File: config.mk
export PLATFORM = sky130hd
export DESIGN_NAME = fp_recip_exp
export DESIGN_NICKNAME = d
export VERILOG_FILES = /design/src/rtl/frx_pkg.sv /design/src/rtl/frx_classify.sv /design/src/rtl/frx_lane.sv /design/src/rtl/fp_recip_exp.sv
export SDC_FILE = /design/constraint.sdc
export NUM_CORES = 1
export LEC_CHECK = 0
export BUFFER_PORTS_ARGS = -buffer_cell sky130_fd_sc_hd__buf_2
export CAP_MARGIN = 20
export CORE_ASPECT_RATIO = 0.8
export CORE_UTILIZATION = 30
export DETAILED_ROUTE_END_ITERATION = 10
export GPL_TIMING_DRIVEN = 1
export PLACE_DENSITY = 0.62
export SYNTH_ARGS = -nofsm -noshare
export SYNTH_HDL_FRONTEND = slang
export SYNTH_SLANG_ARGS = --single-unit
File: constraint.sdc
create_clock -name clk -period 0.8 [get_ports clk]
set_input_delay 0.12 -clock clk [delete_from_list [all_inputs] [get_ports clk]]
set_output_delay 0.12 -clock clk [all_outputs]
set_load 0.1 [all_outputs]
File: src/rtl/frx_pkg.sv
package frx_pkg;
    localparam int XLEN  = 64;
    localparam int NLANE = 3;

    typedef enum logic [1:0] {
        FMT_HALF   = 2'b00,
        FMT_SINGLE = 2'b01,
        FMT_DOUBLE = 2'b10,
        FMT_DALIAS = 2'b11
    } frx_fmt_e;

    function automatic int lane_ew(input int idx);
        case (idx)
            0:       return 5;
            1:       return 8;
            default: return 11;
        endcase
    endfunction

    function automatic int lane_fw(input int idx);
        case (idx)
            0:       return 10;
            1:       return 23;
            default: return 52;
        endcase
    endfunction
endpackage

File: src/rtl/frx_classify.sv
module frx_classify #(
    parameter int EW = 8,
    parameter int FW = 23,
    localparam int W = EW + FW + 1
) (
    input  logic [W-1:0]  val,
    output logic          sign,
    output logic [EW-1:0] expo,
    output logic [FW-1:0] frac,
    output logic          exp_zero,
    output logic          is_nan,
    output logic          is_snan
);
    logic exp_ones;

    always_comb begin
        sign     = val[W-1];
        expo     = val[FW +: EW];
        frac     = val[FW-1:0];
        exp_zero = (expo == '0);
        exp_ones = &expo;
        is_nan   = exp_ones && (frac != '0);
        is_snan  = is_nan && !frac[FW-1];
    end
endmodule

File: src/rtl/frx_lane.sv
module frx_lane #(
    parameter int EW   = 8,
    parameter int FW   = 23,
    parameter int XLEN = 64,
    localparam int W   = EW + FW + 1
) (
    input  logic [W-1:0]    val,
    input  logic            dn_mode,
    output logic [XLEN-1:0] res,
    output logic            inv
);
    localparam logic [EW-1:0] EXP_ZERO_MAP = {{(EW-1){1'b1}}, 1'b0};
    localparam logic [FW-1:0] QUIET_BIT    = {1'b1, {(FW-1){1'b0}}};

    logic          sign;
    logic [EW-1:0] expo;
    logic [FW-1:0] frac;
    logic          exp_zero;
    logic          is_nan;
    logic          is_snan;
    logic [W-1:0]  word;

    frx_classify #(.EW(EW), .FW(FW)) u_cls (
        .val     (val),
        .sign    (sign),
        .expo    (expo),
        .frac    (frac),
        .exp_zero(exp_zero),
        .is_nan  (is_nan),
        .is_snan (is_snan)
    );

    always_comb begin
        if (is_nan) begin
            if (dn_mode) word = {1'b0, {EW{1'b1}}, QUIET_BIT};
            else         word = {sign, expo, frac | QUIET_BIT};
        end else if (exp_zero) begin
            word = {sign, EXP_ZERO_MAP, {FW{1'b0}}};
        end else begin
            word = {sign, ~expo, {FW{1'b0}}};
        end
        res        = '0;
        res[W-1:0] = word;
        inv        = is_snan;
    end
endmodule

File: src/rtl/fp_recip_exp.sv
module fp_recip_exp
    import frx_pkg::*;
(
    input  logic            clk,
    input  logic            rst_n,
    input  logic [XLEN-1:0] op_in,
    input  logic [1:0]      fmt_in,
    input  logic            dn_mode_in,
    output logic [XLEN-1:0] res_out,
    output logic            inv_out
);
    logic [XLEN-1:0] lane_res [NLANE];
    logic            lane_inv [NLANE];
    logic [XLEN-1:0] nxt_res;
    logic            nxt_inv;
    frx_fmt_e        fmt;

    for (genvar g = 0; g < NLANE; g++) begin : g_lane
        localparam int EW = lane_ew(g);
        localparam int FW = lane_fw(g);
        frx_lane #(.EW(EW), .FW(FW), .XLEN(XLEN)) u_lane (
            .val    (op_in[EW+FW:0]),
            .dn_mode(dn_mode_in),
            .res    (lane_res[g]),
            .inv    (lane_inv[g])
        );
    end

    always_comb begin
        fmt = frx_fmt_e'(fmt_in);
        unique case (fmt)
            FMT_HALF: begin
                nxt_res = lane_res[0];
                nxt_inv = lane_inv[0];
            end
            FMT_SINGLE: begin
                nxt_res = lane_res[1];
                nxt_inv = lane_inv[1];
            end
            FMT_DOUBLE, FMT_DALIAS: begin
                nxt_res = lane_res[2];
                nxt_inv = lane_inv[2];
            end
            default: begin
                nxt_res = '0;
                nxt_inv = 1'b0;
            end
        endcase
    end

    always_ff @(posedge clk or negedge rst_n) begin
        if (!rst_n) begin
            res_out <= '0;
            inv_out <= 1'b0;
        end else begin
            res_out <= nxt_res;
            inv_out <= nxt_inv;
        end
    end
endmodule

==> results of run 1 <==
kinds of logic (layout without fill, tap and decap cells):
family / after synthesis / count (layout) / synth area share, %
buffers and inverters: 7 / 219 / 1.21
and+or+nand+nor: 87 / 88 / 20.8
DFF: 65 / 65 / 65.5
AOI/OAI and AO/OA: 46 / 47 / 12.5
flip-flops by register name, indices dropped and copies added, names as in the netlist:
signal,flops
inv_out,1
res_out,64
placed cells by master, fill, tap and decap left out, types with 3 or more instances in the layout:
cell type and instances:
a211o_1 5, and2_1 13, nor2_1 14, nor4_1 3
dlygate4sd3_1 7, buf_4 55, a21oi_2 13, buf_12 67
buf_2 59, a21oi_1 5, clkinv_2 3, nor4_2 4
nand4_1 7, nand2_1 3, a21o_1 5, buf_6 13
and2_4 21, clkbuf_8 9, nor4_4 9, dfrtp_2 64
critical path, cell delays in order:
cell and delay [ps]:
buf_6 100, nor4_4 300, nand4b_1 150, buf_6 160, o41ai_4 380, buf_6 180
a21oi_4 90, a22o_1 210
through the flow:
stage / power, mW / hold slack, ps
detailed placement: 4.95 / 124
global route: 7.96 / 1.36
floorplan: 4.08 / -176
CTS: 7.69 / 5.76
finish: 7.62 / 16.2
global placement: 4.93 / 118
timing repair:
action | in CTS | in global routing
endpoints found under the setup margin | 130 | 130
hold buffers | 6 | 1
pin swaps | 26 | 14
endpoints found under the hold margin | 70 | 1
setup buffers | 3 | 3
gates cloned | 3 | 0
gates resized for setup | 31 | 39
synthesized netlist by cell type, types with 2 or more instances:
cell type / instances / area, um^2
dfrtp_1: 65 / 1630
and2_1: 34 / 213
a21oi_1: 18 / 90.1
nor2_1: 14 / 52.6
nor4_1: 14 / 87.6
nand4_1: 7 / 43.8
a211o_1: 5 / 43.8
a21o_1: 5 / 37.5
o21ai_0: 5 / 25.0
buf_2: 3 / 15.0
nand2_1: 3 / 11.3
nand3_1: 3 / 15.0
clkbuf_1: 2 / 7.51
inv_1: 2 / 7.51
nor4_2: 2 / 25.0
o211ai_1: 2 / 15.0
o21a_1: 2 / 15.0
or2_2: 2 / 12.5
final cells by class:
cell class | instances | area (um^2)
Inverter | 2 | 7.51
Clock buffer | 9 | 124
Sequential cell | 65 | 1710
Multi-Input combinational cell | 135 | 1160
Fill cell | 605 | 2510
Clock inverter | 6 | 60.1
Tap cell | 108 | 135
Timing Repair Buffer | 202 | 2280
metal layers:
metal	wire (um)	vias to the layer above
li1	-	1159
met1	3520	1171
met2	4060	102
met3	663	6
met4	45	0
met5	0	-
power breakdown:
group | switching (mW) | internal (mW)
clock | 1.21 | 1.40
combinational | 0.929 | 0.660
sequential | 0.0582 | 3.36
path summary, 6_finish.rpt:
kind | start | to | slack [ps]
max in group asynchronous | rst_n | res_out[51]$_DFF_PN0_ | 130
setup / recovery | op_in[12] | res_out[10]$_DFF_PN0_ | -680
min in group asynchronous | rst_n | res_out[36]$_DFF_PN0_ | 310
hold / removal | op_in[16] | res_out[16]$_DFF_PN0_ | 20
==> flow_summary.json, run 1 <==
{
  "die_area_um2": 8650,
  "dp.cells": 497,
  "ys_warn_count": 0,
  "critical_path_arrival_ps": 1710,
  "ant_nets": 0,
  "rsz0062_at_grt": "yes",
  "timing.fmax_mhz": 676,
  "drv_cap": 0,
  "tightest_slew_ps": 389,
  "synthesis.area_um2": 2480,
  "wl_um": 8290,
  "use_met3_pct": 7.54,
  "postPlaceCellArea_um2": 4870,
  "gp_congestion": 0.773,
  "io_pins": 134,
  "layout.nets": 484,
  "slew_viol_final": 0,
  "synth_cells": 205,
  "cp-start-kind": "input pin",
  "vdd.ir_drop.worst_mv": 0.826,
  "layout-drive-gt1-share_pct": 79.7,
  "worst_slack_ps": -679,
  "busiest_layer": "met2",
  "chipWidth_um": 104,
  "drt_iter0_drc": 76,
  "avgRoutedWirePerCell_um": 15.7,
  "drc": 0,
  "n_antenna_cell": 0,
  "critical_path_class": "input pin to register",
  "setup_tns_ps": -53250,
  "p_leak_nw": 2.45,
  "drtPass1Iterations": 4,
  "grt_pass1_vias": 2566,
  "antenna_found_initial": 0,
  "cts_buffer_depth": 2,
  "design_area_um2": 5470,
  "post-place-ws_ps": -1150,
  "avgSynthCellArea_um2": 12.1,
  "viasPerCell": 4.63,
  "dp.final_hpwl_um": 6190,
  "synthFlopType": "dfrtp_1",
  "core_area_um2": 7980,
  "final_util_pct": 68.5,
  "die_y_um": 83.4,
  "path_max_fanout": 7,
  "gr-usage-met1_pct": 24.1,
  "clkTransAtPathRegs_ps": 70,
  "ys_seq_area_share_pct": 65.5,
  "critPathRequiredTime_ps": 1030,
  "ys_seq_elements": 65,
  "cts_tree": "done",
  "setup_viol": 130,
  "fp-row-count": 29,
  "finalCritPeriodShare_pct": 185,
  "status": "finished with violations",
  "hp-class": "input pin to register",
  "cts.sinks": 65,
  "hold_path_depth": 2,
  "synth_edf_count": 0,
  "vias": 2438,
  "p_per_area_nw_per_um2": 1390,
  "root_buffer": "clkbuf_8",
  "hold_violations": 0,
  "slew_headroom_pct": 74.0,
  "async_flop_share_pct": 100,
  "post-route-min-period_ps": 1480,
  "numCtsBuffers": 9,
  "htree_levels": 3,
  "synth.distinct_cells": 35,
  "synthesis.nets": 274,
  "initial_core_util_pct": 31.1,
  "end_kind": "register",
  "track_usage_pct": 19.7,
  "grt_max_degree": 39,
  "fin_cells": 527,
  "violations": "setup timing",
  "met2_usage_pct": 33.3,
  "area_growth_pct": 120,
  "grt.overflow.total": 0,
  "port_buffers": 133,
  "grt_pass1_wl_um": 13100
}
Note: power is estimated with default switching activity, not from simulation.
==> run 2, diff against run 1 <==
Settings changed: ABC_CLOCK_PERIOD_IN_PS from default to 800, RECOVER_POWER from default to 50.
==> run 2 against run 1 <==
Against the previous run: the flow still finishes with violations (setup timing); design area decreased by 0.18%; largest power group unchanged; worst hold slack about the same; combinational power is essentially flat; via count is essentially flat; fmax grew 0.14%; routed wire length shrank 0.16%; highest routed layer unchanged; first-iteration DRC count is 3.9% lower; core utilization decreased by 0.13 points; non-clock buffer count unchanged; critical endpoint unchanged.
==> flow_summary.json, run 2 (synthesized netlist as in run 1, its figures left out) <==
{
  "status": "finished with violations",
  "violations": "setup timing",
  "p_leak_nw": 2.45,
  "hp-class": "input pin to register",
  "critPathRequiredTime_ps": 1030,
  "cts_buffer_depth": 2,
  "critical_path_arrival_ps": 1700,
  "htree_levels": 3,
  "cp-startpoint": "op_in[12]",
  "grt_max_degree": 39,
  "path_cells": "buf_6 > nor4_4 > nand4b_1 > buf_6 > o41ai_4 > buf_6 > a21oi_4 > a22o_1",
  "fin_cells": 527,
  "ant_nets": 0,
  "postPlaceCellArea_um2": 4870,
  "setup_viol": 130,
  "drv_cap": 0,
  "slew_viol_final": 0,
  "cts_tree": "done",
  "setup_tns_ps": -53200,
  "final_util_pct": 68.4,
  "n_antenna_cell": 0,
  "reg_top3": "res_out x64, inv_out x1",
  "tightest_slew_ps": 389,
  "chipWidth_um": 104,
  "top_register": "res_out",
  "mostFrequentLayoutCells": "buf_12 (66), dfrtp_2 (64), buf_2 (58), buf_4 (55), and2_4 (21)",
  "hold_violations": 0,
  "critical_path_class": "input pin to register",
  "clkTransAtPathRegs_ps": 70,
  "drtPass1Iterations": 4,
  "cp_slowest_cell": "o41ai_4",
  "grt_pass1_vias": 2566,
  "design_area_um2": 5460,
  "drc": 0,
  "core_area_um2": 7980,
  "area_growth_pct": 120,
  "die_area_um2": 8650,
  "cts.sinks": 65,
  "viasPerCell": 4.62,
  "drt_iter0_drc": 73,
  "post-place-ws_ps": -1150,
  "whs_ps": 16.3,
  "slew_headroom_pct": 74.0,
  "p_per_area_nw_per_um2": 1390,
  "path_max_fanout": 7,
  "track_usage_pct": 19.7,
  "gp_congestion": 0.773,
  "cp.buffers_inverters": 3,
  "cp-start-kind": "input pin",
  "port_buffers": 133,
  "dp.cells": 497,
  "numCtsBuffers": 9,
  "power.total_mw": 7.62,
  "initial_core_util_pct": 31.1,
  "largest_reg_flops": 64,
  "finalCritPeriodShare_pct": 185,
  "final_common_cell": "buf_12",
  "grt.overflow.total": 0,
  "min_from": "op_in[16]",
  "vdd.ir_drop.worst_mv": 0.826,
  "layout.nets": 484,
  "rsz0062_at_grt": "yes",
  "avgRoutedWirePerCell_um": 15.7,
  "vias": 2437,
  "end_kind": "register",
  "dp.final_hpwl_um": 6190,
  "post-route-min-period_ps": 1480,
  "slowest_delay_ps": 380,
  "wl_um": 8270,
  "grt_pass1_wl_um": 13100,
  "timing.fmax_mhz": 677,
  "layout-drive-gt1-share_pct": 79.5,
  "die_y_um": 83.4,
  "antenna_found_initial": 0,
  "fp-row-count": 29,
  "worst_slack_ps": -677,
  "io_pins": 134,
  "crit_path_frequent_cell": "buf_6",
  "crit_family": "compound AO/OA/AOI/OAI gates",
  "root_buffer": "clkbuf_8"
}
-- run 2: cell types whose count changed in the layout (fill, tap and decap cells not counted) --
cell and delta:
buf_12 -1, clkbuf_1 +1, buf_6 +1, buf_2 -1
-- run 2: area by class of cell --
class                      count  area, um^2
sequential                    65        1710
clock inverter                 6        60.1
inverter                       2        7.51
multi-input combinational    135        1160
clock buffer                   9         124
fill                         609        2520
timing repair buffer         202        2270
tap                          108         135
-- run 2: final timing paths --
path	endpoint	slack, ps	cells after the start
min in group asynchronous	res_out[36]$_DFF_PN0_	390	3
max in group asynchronous	res_out[51]$_DFF_PN0_	100	3
min	res_out[16]$_DFF_PN0_	20	2
max	res_out[10]$_DFF_PN0_	-680	8
-- run 2: per-layer routing --
| layer | part of all wire [%] | routed length (um) | GRT usage [%] |
|---|---|---|---|
| met5 | 0 | 0 | 0 |
| met4 | 0.54 | 45 | 3.90 |
| met3 | 8.1 | 668 | 7.54 |
| met2 | 49 | 4050 | 33.3 |
| met1 | 42 | 3510 | 24.1 |
-- run 2: what timing repair did --
| item | CTS | global route |
|---|---|---|
| gates cloned | 3 | 0 |
| gates resized for setup | 31 | 39 |
| buffers inserted | 3 | 3 |
| pin swaps | 26 | 14 |
| endpoints found under the setup margin | 130 | 130 |
| hold buffers | 6 | 1 |
| hold endpoints to repair | 70 | 1 |
-- run 2: where the power goes --
| group | switching [mW] | internal, mW | total, mW |
|---|---|---|---|
| registers | 0.0583 | 3.36 | 3.42 |
| logic | 0.928 | 0.654 | 1.58 |
| clock network | 1.21 | 1.40 | 2.61 |
